### src/rtl/usbd_ep_pkg.sv
package usbd_ep_pkg;
  localparam int EP_N = 16;
  localparam int DW   = 32;
  localparam int AW   = 6;
  localparam int EPW  = $clog2(EP_N);

  localparam logic [AW-1:0] A_ADDR  = 6'd0;
  localparam logic [AW-1:0] A_PRIME = 6'd1;
  localparam logic [AW-1:0] A_FLUSH = 6'd2;
  localparam logic [AW-1:0] A_READY = 6'd3;
  localparam logic [AW-1:0] A_CMPL  = 6'd4;
  localparam logic [AW-1:0] A_SETUP = 6'd5;
  localparam logic [AW-1:0] A_EPC   = 6'd16;

  localparam int B_STAGE   = 24;
  localparam int B_ADDR_LO = 25;
  localparam int B_TX_EN   = 23;
  localparam int B_TX_TOG  = 22;
  localparam int B_TX_TYP  = 18;
  localparam int B_TX_STL  = 16;
  localparam int B_RX_EN   = 7;
  localparam int B_RX_TOG  = 6;
  localparam int B_RX_TYP  = 2;
  localparam int B_RX_STL  = 0;

  typedef enum logic [1:0] {
    EPT_CTRL = 2'd0,
    EPT_ISO  = 2'd1,
    EPT_BULK = 2'd2,
    EPT_INTR = 2'd3
  } ep_type_e;
endpackage

### src/rtl/usbd_dev_addr.sv
module usbd_dev_addr #(
  parameter int ABITS = 7
) (
  input  logic             clk,
  input  logic             rst,
  input  logic             wr,
  input  logic [ABITS-1:0] wr_addr,
  input  logic             wr_stage,
  input  logic             ep0_in_done,
  output logic [ABITS-1:0] active,
  output logic [ABITS-1:0] shadow,
  output logic             staged
);
  always_ff @(posedge clk) begin
    if (rst) begin
      active <= '0;
      shadow <= '0;
      staged <= 1'b0;
    end else if (wr) begin
      shadow <= wr_addr;
      staged <= wr_stage;
      if (!wr_stage) active <= wr_addr;
    end else if (staged && ep0_in_done) begin
      active <= shadow;
      staged <= 1'b0;
    end
  end

  AST_ADDR_IMMEDIATE: assert property (@(posedge clk) disable iff (rst)
    (wr && !wr_stage) |=> (active == $past(wr_addr)));
  AST_ADDR_HELD: assert property (@(posedge clk) disable iff (rst)
    (staged && !ep0_in_done && !wr) |=> $stable(active));
  AST_ADDR_COMMIT: assert property (@(posedge clk) disable iff (rst)
    (staged && ep0_in_done && !wr) |=> (!staged && active == $past(shadow)));
endmodule

### src/rtl/usbd_req_vec.sv
module usbd_req_vec #(
  parameter int W = 32
) (
  input  logic         clk,
  input  logic         rst,
  input  logic         set_wr,
  input  logic [W-1:0] set_mask,
  input  logic [W-1:0] clr_mask,
  output logic [W-1:0] q,
  output logic [W-1:0] go
);
  logic [W-1:0] fresh;

  assign fresh = set_wr ? (set_mask & ~q) : '0;

  always_ff @(posedge clk) begin
    if (rst) begin
      q  <= '0;
      go <= '0;
    end else begin
      q  <= (q & ~clr_mask) | fresh;
      go <= fresh;
    end
  end

  AST_REQ_NO_SPURIOUS: assert property (@(posedge clk) disable iff (rst)
    1'b1 |=> ((q & ~$past(q) & ~($past(set_wr) ? $past(set_mask) : '0)) == '0));
  AST_REQ_ZERO_KEEPS: assert property (@(posedge clk) disable iff (rst)
    1'b1 |=> ((~q & $past(q) & ~$past(clr_mask)) == '0));
  AST_REQ_ACK_CLEARS: assert property (@(posedge clk) disable iff (rst)
    ((clr_mask & q) != '0) |=> ((q & $past(clr_mask & q)) == '0));
  AST_REQ_PULSE_NEW: assert property (@(posedge clk) disable iff (rst)
    1'b1 |=> ((go & $past(q)) == '0));
endmodule

### src/rtl/usbd_evt_vec.sv
module usbd_evt_vec #(
  parameter int W = 32
) (
  input  logic         clk,
  input  logic         rst,
  input  logic [W-1:0] ev,
  input  logic [W-1:0] clr,
  output logic [W-1:0] q
);
  always_ff @(posedge clk) begin
    if (rst) q <= '0;
    else     q <= (q & ~clr) | ev;
  end

  AST_EVT_WINS: assert property (@(posedge clk) disable iff (rst)
    (ev != '0) |=> ((q & $past(ev)) == $past(ev)));
  AST_EVT_CLEARS: assert property (@(posedge clk) disable iff (rst)
    ((clr & ~ev) != '0) |=> ((q & $past(clr & ~ev)) == '0));
endmodule

### src/rtl/usbd_epctl_bank.sv
module usbd_epctl_bank
  import usbd_ep_pkg::*;
#(
  parameter int NEP = 16,
  localparam int IW = $clog2(NEP)
) (
  input  logic                  clk,
  input  logic                  rst,
  input  logic                  wr,
  input  logic [IW-1:0]         wr_idx,
  input  logic                  w_tx_en,
  input  logic                  w_tx_tog,
  input  logic [1:0]            w_tx_typ,
  input  logic                  w_tx_stl,
  input  logic                  w_rx_en,
  input  logic                  w_rx_tog,
  input  logic [1:0]            w_rx_typ,
  input  logic                  w_rx_stl,
  output logic [NEP-1:0]        tx_en,
  output logic [NEP-1:0]        rx_en,
  output logic [NEP-1:0]        tx_stl,
  output logic [NEP-1:0]        rx_stl,
  output logic [2*NEP-1:0]      tx_typ,
  output logic [2*NEP-1:0]      rx_typ,
  output logic [NEP-1:0]        tog_tx,
  output logic [NEP-1:0]        tog_rx,
  output logic [NEP-1:0][31:0]  word
);
  for (genvar g = 0; g < NEP; g++) begin : g_ep
    logic hit;
    assign hit = wr && (wr_idx == IW'(g));

    if (g == 0) begin : g_fixed
      always_ff @(posedge clk) begin
        if (rst) begin
          tx_stl[g] <= 1'b0;
          rx_stl[g] <= 1'b0;
        end else if (hit) begin
          tx_stl[g] <= w_tx_stl;
          rx_stl[g] <= w_rx_stl;
        end
      end
      assign tx_en[g]         = 1'b1;
      assign rx_en[g]         = 1'b1;
      assign tx_typ[2*g +: 2] = EPT_CTRL;
      assign rx_typ[2*g +: 2] = EPT_CTRL;
      assign tog_tx[g]        = 1'b0;
      assign tog_rx[g]        = 1'b0;
    end else begin : g_full
      always_ff @(posedge clk) begin
        if (rst) begin
          tx_en[g]         <= 1'b0;
          rx_en[g]         <= 1'b0;
          tx_stl[g]        <= 1'b0;
          rx_stl[g]        <= 1'b0;
          tx_typ[2*g +: 2] <= EPT_CTRL;
          rx_typ[2*g +: 2] <= EPT_CTRL;
          tog_tx[g]        <= 1'b0;
          tog_rx[g]        <= 1'b0;
        end else begin
          tog_tx[g] <= hit && w_tx_tog;
          tog_rx[g] <= hit && w_rx_tog;
          if (hit) begin
            tx_en[g]         <= w_tx_en;
            rx_en[g]         <= w_rx_en;
            tx_stl[g]        <= w_tx_stl;
            rx_stl[g]        <= w_rx_stl;
            tx_typ[2*g +: 2] <= w_tx_typ;
            rx_typ[2*g +: 2] <= w_rx_typ;
          end
        end
      end

      AST_TOG_SINGLE: assert property (@(posedge clk) disable iff (rst)
        (tog_tx[g] && !hit) |=> !tog_tx[g]);
    end

    assign word[g] = {8'd0, tx_en[g], 3'd0, tx_typ[2*g +: 2], 1'b0, tx_stl[g],
                      8'd0, rx_en[g], 3'd0, rx_typ[2*g +: 2], 1'b0, rx_stl[g]};
  end

  AST_EP0_PINNED: assert property (@(posedge clk) disable iff (rst)
    (tx_en[0] && rx_en[0] && tx_typ[1:0] == 2'd0 && rx_typ[1:0] == 2'd0
     && !tog_tx[0] && !tog_rx[0]));
endmodule

### src/rtl/usbd_ep_regs.sv
module usbd_ep_regs
  import usbd_ep_pkg::*;
#(
  parameter int NEP = EP_N,
  localparam int VW = 2 * NEP
) (
  input  logic              clk,
  input  logic              rst,
  input  logic              reg_we,
  input  logic              reg_re,
  input  logic [AW-1:0]     reg_addr,
  input  logic [DW-1:0]     reg_wdata,
  output logic [DW-1:0]     reg_rdata,
  output logic [6:0]        dev_addr,
  output logic [VW-1:0]     prime_go,
  output logic [VW-1:0]     flush_go,
  input  logic [VW-1:0]     prime_ack,
  input  logic [VW-1:0]     flush_done,
  input  logic [VW-1:0]     ep_ready_evt,
  input  logic [VW-1:0]     xfer_done_evt,
  input  logic [NEP-1:0]    setup_evt,
  input  logic              ep0_in_done,
  output logic [NEP-1:0]    tog_rst_tx,
  output logic [NEP-1:0]    tog_rst_rx,
  output logic [NEP-1:0]    ep_tx_en,
  output logic [NEP-1:0]    ep_rx_en,
  output logic [NEP-1:0]    ep_tx_stall,
  output logic [NEP-1:0]    ep_rx_stall,
  output logic [VW-1:0]     ep_tx_type,
  output logic [VW-1:0]     ep_rx_type,
  output logic              irq
);
  localparam int IW = $clog2(NEP);
  localparam logic [AW-IW-1:0] EPC_SEL = A_EPC[AW-1:IW];

  logic wr_addr_reg, wr_prime, wr_flush, wr_cmpl, wr_setup, wr_epc;
  assign wr_addr_reg = reg_we && (reg_addr == A_ADDR);
  assign wr_prime    = reg_we && (reg_addr == A_PRIME);
  assign wr_flush    = reg_we && (reg_addr == A_FLUSH);
  assign wr_cmpl     = reg_we && (reg_addr == A_CMPL);
  assign wr_setup    = reg_we && (reg_addr == A_SETUP);
  assign wr_epc      = reg_we && (reg_addr[AW-1:IW] == EPC_SEL);

  logic [6:0] shadow_addr;
  logic       staged;

  usbd_dev_addr #(.ABITS(7)) u_addr (
    .clk(clk), .rst(rst), .wr(wr_addr_reg),
    .wr_addr(reg_wdata[B_ADDR_LO +: 7]), .wr_stage(reg_wdata[B_STAGE]),
    .ep0_in_done(ep0_in_done), .active(dev_addr), .shadow(shadow_addr), .staged(staged)
  );

  logic [VW-1:0] prime_q, flush_q, ready_q, cmpl_q;
  logic [NEP-1:0] setup_q;

  usbd_req_vec #(.W(VW)) u_prime (
    .clk(clk), .rst(rst), .set_wr(wr_prime), .set_mask(reg_wdata[VW-1:0]),
    .clr_mask(prime_ack), .q(prime_q), .go(prime_go)
  );

  usbd_req_vec #(.W(VW)) u_flush (
    .clk(clk), .rst(rst), .set_wr(wr_flush), .set_mask(reg_wdata[VW-1:0]),
    .clr_mask(flush_done), .q(flush_q), .go(flush_go)
  );

  usbd_evt_vec #(.W(VW)) u_ready (
    .clk(clk), .rst(rst), .ev(ep_ready_evt), .clr(flush_done), .q(ready_q)
  );

  usbd_evt_vec #(.W(VW)) u_cmpl (
    .clk(clk), .rst(rst), .ev(xfer_done_evt),
    .clr(wr_cmpl ? reg_wdata[VW-1:0] : '0), .q(cmpl_q)
  );

  usbd_evt_vec #(.W(NEP)) u_setup (
    .clk(clk), .rst(rst), .ev(setup_evt),
    .clr(wr_setup ? reg_wdata[NEP-1:0] : '0), .q(setup_q)
  );

  logic [NEP-1:0][31:0] epc_word;

  usbd_epctl_bank #(.NEP(NEP)) u_epc (
    .clk(clk), .rst(rst), .wr(wr_epc), .wr_idx(reg_addr[IW-1:0]),
    .w_tx_en(reg_wdata[B_TX_EN]), .w_tx_tog(reg_wdata[B_TX_TOG]),
    .w_tx_typ(reg_wdata[B_TX_TYP +: 2]), .w_tx_stl(reg_wdata[B_TX_STL]),
    .w_rx_en(reg_wdata[B_RX_EN]), .w_rx_tog(reg_wdata[B_RX_TOG]),
    .w_rx_typ(reg_wdata[B_RX_TYP +: 2]), .w_rx_stl(reg_wdata[B_RX_STL]),
    .tx_en(ep_tx_en), .rx_en(ep_rx_en), .tx_stl(ep_tx_stall), .rx_stl(ep_rx_stall),
    .tx_typ(ep_tx_type), .rx_typ(ep_rx_type), .tog_tx(tog_rst_tx), .tog_rx(tog_rst_rx),
    .word(epc_word)
  );

  logic [DW-1:0] rd_mux;
  always_comb begin
    rd_mux = '0;
    if (reg_addr == A_ADDR) begin
      rd_mux[B_ADDR_LO +: 7] = shadow_addr;
      rd_mux[B_STAGE]        = staged;
    end else if (reg_addr == A_PRIME) rd_mux[VW-1:0]  = prime_q;
    else if (reg_addr == A_FLUSH)     rd_mux[VW-1:0]  = flush_q;
    else if (reg_addr == A_READY)     rd_mux[VW-1:0]  = ready_q;
    else if (reg_addr == A_CMPL)      rd_mux[VW-1:0]  = cmpl_q;
    else if (reg_addr == A_SETUP)     rd_mux[NEP-1:0] = setup_q;
    else if (reg_addr[AW-1:IW] == EPC_SEL) rd_mux = epc_word[reg_addr[IW-1:0]];
  end

  always_ff @(posedge clk) begin
    if (rst) begin
      reg_rdata <= '0;
      irq       <= 1'b0;
    end else begin
      if (reg_re) reg_rdata <= rd_mux;
      irq <= (|cmpl_q) || (|setup_q);
    end
  end

  AST_IRQ_RAISE: assert property (@(posedge clk) disable iff (rst)
    ((cmpl_q != '0) || (setup_q != '0)) |=> irq);
  AST_IRQ_DROP: assert property (@(posedge clk) disable iff (rst)
    ((cmpl_q == '0) && (setup_q == '0)) |=> !irq);
  AST_READY_NO_WRITE: assert property (@(posedge clk) disable iff (rst)
    (ep_ready_evt == '0) |=> ((ready_q & ~$past(ready_q)) == '0));
endmodule

### config.mk
export PLATFORM = sky130hd
export DESIGN_NAME = usbd_ep_regs
export DESIGN_NICKNAME = d
export VERILOG_FILES = /design/src/rtl/usbd_ep_pkg.sv /design/src/rtl/usbd_dev_addr.sv /design/src/rtl/usbd_req_vec.sv /design/src/rtl/usbd_evt_vec.sv /design/src/rtl/usbd_epctl_bank.sv /design/src/rtl/usbd_ep_regs.sv
export SDC_FILE = /design/constraint.sdc
export NUM_CORES = 1
export LEC_CHECK = 0
export ABC_AREA = 1
export CAP_MARGIN = 40
export CORE_MARGIN = 2
export CORE_UTILIZATION = 49
export CTS_CLUSTER_SIZE = 12
export DETAILED_ROUTE_END_ITERATION = 10
export HOLD_SLACK_MARGIN = 0.08
export PLACE_DENSITY_LB_ADDON = 0.12
export REMOVE_ABC_BUFFERS = 1
export SETUP_SLACK_MARGIN = 0.1
export SLEW_MARGIN = 20
export SYNTH_ARGS = -nofsm -noshare
export SYNTH_HDL_FRONTEND = slang
export SYNTH_HIERARCHICAL = 1
export SYNTH_SLANG_ARGS = --single-unit
### constraint.sdc
create_clock -name clk -period 1.6 [get_ports clk]
set_input_delay 0.16 -clock clk [delete_from_list [all_inputs] [get_ports clk]]
set_output_delay 0.16 -clock clk [all_outputs]
set_load 0.005 [all_outputs]
# Word level (Yosys, flattened, before mapping)
# Cells that the tools add are included.
op_classes:
  n_lt_le_gt_ge: 1
  n_eq_ne: 22
  mux: 20
  bitwise_logic: 18
  n_reduce_logical: 60
ops:
  columns: ["cell", "count"]
  rows:
  - ["32-bit 2-to-1 mux", 9]
  - ["32-bit bitwise AND", 6]
  - ["32-bit NOT", 5]
  - ["32-bit binary-select mux with 4-bit select", 1]
  - ["32-bit OR", 4]
  - ["1-bit logical AND", 53]
  - ["16-bit 2-to-1 mux", 3]
  - ["4-bit == test, second input constant", 8]
  - ["32-bit OR reduction", 1]
  - ["24-bit 2-to-1 mux", 1]
  - ["7-bit 2-to-1 mux", 3]
  - ["16-bit bitwise AND", 1]
  - ["4-bit by 3-bit == test with 1-bit output, second input constant", 4]
  - ["16-bit NOT", 1]
  - ["16-bit OR", 1]
  - ["16-bit OR reduction", 1]
  - ["6-bit by 2-bit == test with 1-bit output, second input constant", 2]
  - ["6-bit by 3-bit == test with 1-bit output, second input constant", 2]
  - ["4-bit by 2-bit == test with 1-bit output, second input constant", 2]
  - ["8-bit 2-to-1 mux", 1]
  - ["6-bit by 1-bit == test with 1-bit output, second input constant", 1]
  - ["6-bit zero test", 1]
  - ["4-bit by 5-bit < comparator with 1-bit output, second input constant", 1]
  - ["4-bit by 1-bit == test with 1-bit output, second input constant", 1]
  - ["7 further kinds", 8]
word_totals:
  register_bits: 408
  input_bits: 187
  output_inout_bits: 264
  wordCells: 255

# Logic depth before layout (Yosys ltp)
# Gate-level depths: netlist (run 1).
depth:
  word_depth: 9
  mapped_depth: 18
  ltp_nobuf: 15

# By module
# The synthesis (run 1) kept the hierarchy.
by_module_without_submodules:
  columns: ["module", "n_inst", "cells_each", "area_per_inst_um2", "seq_area_each_um2"]
  rows:
  - ["usbd_epctl_bank", 1, 1299, 9509.1, 3042.9]
  - ["usbd_ep_regs", 1, 1789, 7935.1, 660.6]
  - ["usbd_req_vec", 2, 265, 2200.9, 1281.2]
  - ["usbd_evt_vec at u_cmpl ...", 2, 163, 1194.9, 640.6]
  - ["usbd_dev_addr", 1, 91, 671.9, 300.3]
  - ["usbd_evt_vec at u_setup", 1, 82, 656.9, 320.3]

# Worst setup path before layout (run 1)
# Ideal clock, no wire load.
synth_timing:
  path_kind: "input port to flip-flop"
  start: "input port reg_addr[3]"
  end: "register u_prime.q[0]"
  setup_time_ns: 0.058
  t_arrival_ns: 1.649
  required_time_ns: 1.542
  path_slack_ns: -0.107
  path_stages: 13
  path_buffers: 4
  path_cell_list: "buf_2 > nor2_4 > nand2_2 > nor2_2 > inv_2 > buf_2 > buf_2 > nor2_1 > inv_1 > nor2_4 > buf_6 > nand2_1 > nand2_1"
synth_via:
  elab_chain_cells: 4
synth_rtl:
  columns: ["item", "line", "text"]
  rows:
  - ["start: declaration", "usbd_ep_regs.sv:11", "input logic [AW-1:0] reg_addr,"]
  - ["6-bit by 1-bit == test with 1-bit output", "usbd_ep_regs.sv:38", "assign wr_prime = reg_we && (reg_addr == A_PRIME);"]
  - ["1-bit logical AND", "usbd_ep_regs.sv:38", null]
  - ["named net wr_prime", "usbd_ep_regs.sv:36", "logic wr_addr_reg, wr_prime, wr_flush, wr_cmpl, wr_setup, wr_epc;"]
  - ["32-bit 2-to-1 mux", "usbd_req_vec.sv:14", "assign fresh = set_wr ? (set_mask & ~q) : '0;"]
  - ["32-bit OR", "usbd_req_vec.sv:21", "q <= (q & ~clr_mask) | fresh;"]
  - ["end signal: assignment", "usbd_req_vec.sv:21", null]
  - ["end: declaration", "usbd_req_vec.sv:9", "output logic [W-1:0] q,"]
# The timed path passes the listed nets, and every way through them passes these cells.
# A chain may end at the register's enable or synchronous reset.

# Worst setup path in the final report (run 1)
layout_timing:
  start: "register u_epc.rx_typ[24]"
  end: "output port ep_rx_type[24]"
layout_lines:
  columns: ["item", "line", "text"]
  rows:
  - ["start: declaration", "usbd_epctl_bank.sv:24", "output logic [2*NEP-1:0] rx_typ,"]
  - ["start signal: indexed assignment", "usbd_epctl_bank.sv:69", "rx_typ[2*g +: 2] <= w_rx_typ;"]
  - ["end: declaration", "usbd_ep_regs.sv:30", "output logic [VW-1:0] ep_rx_type,"]
# No word-level cell between the ends.

==> impl_results.md, run 1 <==
* Fin. Hold Viols at 0
* Cell variety after synth at 32
* Slew @ Worst Pin at 0.6587 ns
* Critical path class: reg2out
* Top sig layer: met5
* Met3 Wirelength at 6.205 mm
* Root buffer cell: clkbuf_16
* Synthesized area at 0.02556 mm^2
* Setup violations, final at 0
* Antenna-violating nets left at 0
* Most frequent cells in the layout: nand2_1, nor2_1, inv_1
* CP top delay family: flip-flops
* Gpl congestion at 0.8905
* Yosys reg bits at 408
* Max_cap viols at 0
* Overflow after GRT at 0
* Multiplexer share of the synthesized area at 0%
* Adder-Cell Fraction of Synth Area at 0%
* Power share of the combinational group at 13.6%
* Core area at 0.05141 mm^2
* WHS Path Cells at 3
* Worst Setup Start Kind: register
* Critical Path Slowest Stage Cell: dfxtp_1
* Fin crit share at 91.61%
* Iteration-0 DRC Markers at 1,745
* Row Count at 83
* Min-delay worst type: in2reg
* P per Cell Area at 771.4 mW/mm^2
* R2r worst-path depth at 15
* Net Sw Power at 6.291 mW
* Initial Util at 49.73%
* Fillers at 5,103
* CP bufs+invs at 1
* Die Wd at 232.4 um
* PortBufs at 442
* Register area share after synthesis at 31.95%
* RSZ-0062 raised after global routing: yes
* Critical-path cell list: dlygate4sd2_1
* DR vias at 23,530
* Overall die height at 232.4 um
* Clock-pin slew on the worst setup and hold paths at 0.06 ns
* Final wirelength at 80.58 mm
* Area leader, netlist: dfxtp_1
* Pint at 17.47 mW
* Num CTS Buffers at 45
* Largest net degree at the start of global routing at 79
* Initial antenna violation count at 7
* Via/cell ratio at 4.526
* HPWL Detailed at 58.44 mm
* Total Power at 23.76 mW
* Wire length on met1 at 34.04 mm
* Sequential power share at 44.3%
* Worst path arrival time at 1.31 ns
* Clock Skew at 0.01770 ns
* Slowest stage delay, CP at 0.38 ns
* Slew HR at 56.04%
* Fin area at 0.03080 mm^2
* Final core occ at 59.92%
* Clock Tree Buf Depth at 3
* Die ar. at 0.05401 mm^2
* I/O pins at 451
* CTS sink cnt at 408
* Average wire per standard cell at 15.50 um
* Area after DPL at 0.02936 mm^2
* Commonest non-fill, non-tap cell in the layout: nand2_1
* Critical path required time at 1.44 ns
* Post-Syn Area per Cell at 6.210 um^2
* Largest family of logic cells by synthesized area: simple AND/OR/NAND/NOR gates
* Nets at 4,675
* Cell count after synthesis at 4,117
* Max Slew Vio Count at 0
* Fraction of layout cells with a size suffix above 1 at 9.262%
* Post-synthesis xor/xnor area fraction at 0%
* GRT Resource Usage Total at 29.03%
* Fin Hold WS at 0.1246 ns
* Leak pwr at 17.31 nW
* Clock Latency Late Sink at 0.59 ns
* Compound-Gate Fraction of Synth Area at 4.346%
* Net Sw Frac at 26.48%
* P&R area growth vs syn at 20.48%
* H-tree Lvls at 2
* Clk pwr share at 42.1%
* Yosys top cell area share at 31.95%
* CP Depth at 1
* Number of global-route vias before repair at 21,240
* Ys Warns at 6
* Min Tclk post-route at 1.466 ns
* Setup TNS at 0 ns
* Met2 Wirelength at 37.46 mm
* Largest cells by area after synthesis: dfxtp_1, nand2_1, buf_4
* CTS tree: built
* Run status: finished clean
* # DRC at 0
* Crit-path max FO at 3
* Simple-gate share of the synthesized area at 37.66%
* CP Capture Type: output pin
* F_max at 0.6822 GHz
* DR pass1 iterations at 6
* Peak supply drop at 0.8884 mV
* First-pass GRT wire length at 121.8 mm
repair_timing:
action,in CTS,in global routing
hold endpoints to repair,7,0
pin swaps,0,12
gates resized for setup,317,53
buffers inserted,12,2
endpoints found under the setup margin,259,38
cloned,0,2
hold buffers,1,0
kinds of logic (layout without fill, tap and decap cells):
logic type,count (synthesis),count (layout)
AOI/OAI and AO/OA,213,213
and+or+nand+nor,2343,2343
other,2,404
buffers and inverters,1151,1151
DFF,408,408
worst paths after layout:
check	slack (ns)	end	from
hold / removal	0.12	u_ready/q[30]$_SDFF_PP0_	ep_ready_evt[30]
hold reg to reg	0.46	reg_rdata[8]$_SDFFE_PP0P_	reg_rdata[8]$_SDFFE_PP0P_
setup reg to reg	0.18	reg_rdata[23]$_SDFFE_PP0P_	u_epc/tx_en[4]$_SDFFE_PP0P_
setup / recovery	0.13	ep_rx_type[24]	u_epc/rx_typ[24]$_SDFFE_PP0P_
cell type report:
class	instances	area [um^2]	area share, %
antenna	6	15.01	0.04875
clock buffer	67	1310	4.253
clock inverter	5	65.06	0.2112
inverter	450	1702	5.525
multi-input combinational	2954	12410	40.29
sequential	408	8247	26.77
tap	680	850.8	2.762
timing repair buffer	629	6203	20.14
cells in the mapped netlist, drive strengths merged:
master	instances
nor3	3
nand3	103
nor4	13
inv	448
nand4	91
nor2	527
nand2	1534
clkinv	2
or2	8
nand3b	64
buf	657
dfxtp	408
conb	2
clkbuf	44
a21oi	213
flip-flops by register name (all words and copies together), names as in the netlist, 30 cells and up:
signal / flops
u_prime/q: 32
u_epc/rx_typ: 30
u_epc/tx_typ: 30
reg_rdata: 32
u_prime/go: 32
u_flush/go: 32
u_cmpl/q: 32
u_ready/q: 32
u_flush/q: 32
power groups by stage:
stage	combinational (mW)	clock, mW	sequential [mW]
2_1_floorplan	1.57	0	10.7
6_report	3.24	10.0	10.5
3_3_place_gp	3.17	0	10.7
4_1_cts	3.17	10.2	10.5
5_1_grt	3.61	10.6	10.5
3_5_place_dp	3.18	0	10.7
per-stage QoR:
| step | setup slack, ns | cells |
|---|---|---|
| final | 0.1342 | 5199 |
| after global routing | 0.04386 | 5199 |
| after CTS | 0.08496 | 5189 |
| after floorplan | -2.396 | 3812 |
| after global placement | -0.4774 | 5103 |
| after detailed placement | -0.4891 | 5104 |
layer usage:
layer / GRT usage (%) / vias to the layer above
met4: 10.24 / 2
met3: 6.164 / 152
met5: 0 / -
met1: 37.09 / 10380
met2: 48.21 / 772
li1: - / 12230
Power figures use the tool's default switching activity.
==> run 2: changes to the inputs <==
--- a/config.mk
+++ b/config.mk
@@ -9,3 +9,3 @@
 export CAP_MARGIN = 40
-export CORE_MARGIN = 2
+export CORE_MARGIN = 1
 export CORE_UTILIZATION = 49
==> constraint.sdc (replaced) <==
create_clock -name clk -period 1.6 [get_ports clk]
set_input_delay 0.24 -clock clk [delete_from_list [all_inputs] [get_ports clk]]
set_output_delay 0.24 -clock clk [all_outputs]
set_load 0.005 [all_outputs]
==> run 2 against run 1 <==
Net effect:
- first-iteration DRC count up 17%
- die area down 1.7%
- fmax fell by 1.1%
- critical path type unchanged
- critical endpoint is now ep_tx_type[24]
==> impl_results.md, run 2 (same netlist as run 1, synthesis figures left out) <==
* Initial Util at 49.73%
* CP top delay family: flip-flops
* Clock Skew at 0.02964 ns
* Peak supply drop at 0.7690 mV
* Gpl congestion at 0.9041
* Largest net degree at the start of global routing at 67
* R2r worst-path depth at 15
* Slowest stage delay, CP at 0.37 ns
* Num CTS Buffers at 45
* Run status: finished clean
* Min-delay worst type: in2reg
* Worst path arrival time at 1.24 ns
* Net Sw Frac at 26.35%
* Slew @ Worst Pin at 0.6657 ns
* Root buffer cell: clkbuf_16
* GRT Resource Usage Total at 29.56%
* WHS Path Cells at 3
* Overflow after GRT at 0
* P per Cell Area at 788.0 mW/mm^2
* Fin crit share at 92.61%
* Crit-path max FO at 3
* F_max at 0.6749 GHz
* Power share of the combinational group at 13.3%
* First-pass GRT wire length at 122.5 mm
* P&R area growth vs syn at 21.27%
* Fin Hold WS at 0.1741 ns
* Setup TNS at 0 ns
* Critical path required time at 1.36 ns
* Worst Setup Start Kind: register
* CTS sink cnt at 408
* Critical Path Slowest Stage Cell: dfxtp_4
* Wire length on met1 at 34.61 mm
* Average wire per standard cell at 15.43 um
* Clock Tree Buf Depth at 3
* Commonest non-fill, non-tap cell in the layout: nand2_1
* PortBufs at 442
* CP bufs+invs at 1
* Fraction of layout cells with a size suffix above 1 at 10.40%
* Critical-path cell list: dlygate4sd2_1
* Reg2reg start: u_epc/tx_en[4]$_SDFFE_PP0P_
* Max_cap viols at 0
* CTS tree: built
* Min Tclk post-route at 1.482 ns
* Clock Latency Late Sink at 0.60 ns
* DR pass1 iterations at 6
* HPWL Detailed at 58.65 mm
* Worst R2R End: reg_rdata[23]$_SDFFE_PP0P_
* Final core occ at 60.31%
* Row Count at 83
* Via/cell ratio at 4.546
* Sequential power share at 43.0%
* Layout Cells excl Fill at 5,209
* DR vias at 23,680
* Antenna-violating nets left at 0
* I/O pins at 451
* Max Slew Vio Count at 0
* Leak pwr at 17.30 nW
* Nets at 4,675
* Most frequent cells in the layout: nand2_1, nor2_1, inv_1
* Hold Startpoint: rst
* Clock-pin slew on the worst setup and hold paths at 0.06 ns
* Initial antenna violation count at 12
* Fin. Hold Viols at 0
* RSZ-0062 raised after global routing: yes
* Top sig layer: met5
* Die Wd at 230.4 um
* Final wirelength at 80.39 mm
* Worst Hold Path EP: u_setup/q[10]$_SDFF_PP0_
* Met3 Wirelength at 5.473 mm
* Iteration-0 DRC Markers at 2,039
* Setup violations, final at 0
* Slew HR at 55.57%
* R2r setup slk at 0.19 ns
* Placed cells at 5,103
* Core area at 0.05141 mm^2
* Pint at 17.99 mW
* Critical path class: reg2out
* Post-CTS Hold Buffers at 0
* Net Sw Power at 6.438 mW
* Met2 Wirelength at 37.37 mm
* CP Capture Type: output pin
* Die ar. at 0.05309 mm^2
* Clk pwr share at 43.7%
* Number of global-route vias before repair at 21,370
* # DRC at 0
* Overall die height at 230.4 um
* H-tree Lvls at 2
[run 2: worst register-to-register path: cells and delay by family (launching register included)]
| family | cells | cell delay [ns] |
|---|---|---|
| AOI/OAI and AO/OA | 1 | 0.05 |
| buffers and inverters | 2 | 0.20 |
| DFF | 1 | 0.33 |
| and+or+nand+nor | 12 | 0.72 |
[run 2: final cells by class]
type                    instances  area (um^2)
clock inverters                 9        155.1
flip-flops and latches        408         8297
fillers                      5128        20400
well taps                     680        850.8
diodes                          9        22.52
repair buffers                629         6192
multi-input cells            2954        12430
clock buffers                  70         1351
inverters                     450         1702
[run 2: through the flow]
| stage | cell area, um^2 | setup WS (ns) | power, mW |
|---|---|---|---|
| 2_1_floorplan | 22100 | -2.476 | 12.25 |
| 3_3_place_gp | 29340 | -0.5378 | 13.91 |
| 3_5_place_dp | 29340 | -0.5610 | 13.92 |
| 4_1_cts | 30770 | 0.08172 | 24.45 |
| 5_1_grt | 31000 | 0.08840 | 25.36 |
| 6_report | 31000 | 0.1182 | 24.43 |
[run 2: power by group through the flow]
stage	clock, mW	combinational [mW]	sequential, mW
finish	10.7	3.25	10.5
global route	11.2	3.62	10.5
CTS	10.8	3.16	10.5
detailed placement	0	3.18	10.7
global placement	0	3.17	10.7
floorplan	0	1.57	10.7
[run 2: worst max path at each step]
stage	startpoint	to	cells past startpoint
floorplan	reg_addr[1]	reg_rdata[24]$_SDFFE_PP0P_	8
global placement	reg_addr[5]	u_addr/active[1]$_SDFFE_PP0P_	14
detailed placement	reg_addr[4]	u_addr/active[5]$_SDFFE_PP0P_	14
CTS	u_epc/tx_typ[24]$_SDFFE_PP0P_	ep_tx_type[24]	1
global route	u_epc/rx_typ[8]$_SDFFE_PP0P_	reg_rdata[2]$_SDFFE_PP0P_	14
finish	u_epc/tx_typ[24]$_SDFFE_PP0P_	ep_tx_type[24]	1
[run 2: what timing repair did]
action / CTS / global route
hold endpoints to repair: 0 / 0
pin swaps: 0 / 10
resized for setup: 402 / 69
setup buffers: 14 / 5
setup endpoints to repair: 294 / 230
cloned: 0 / 1
[run 2: per-layer routing]
metal	GRT usage, %	up-vias
met5	0	-
met4	11.28	8
met3	5.398	141
met2	49.30	748
met1	37.75	10540
li1	-	12250
==> run 3: changes to the inputs <==
SLEW_MARGIN = unset   (was 20)
==> results of run 3 <==
The final DEF is identical to that of run 2; final timing and power are the same.
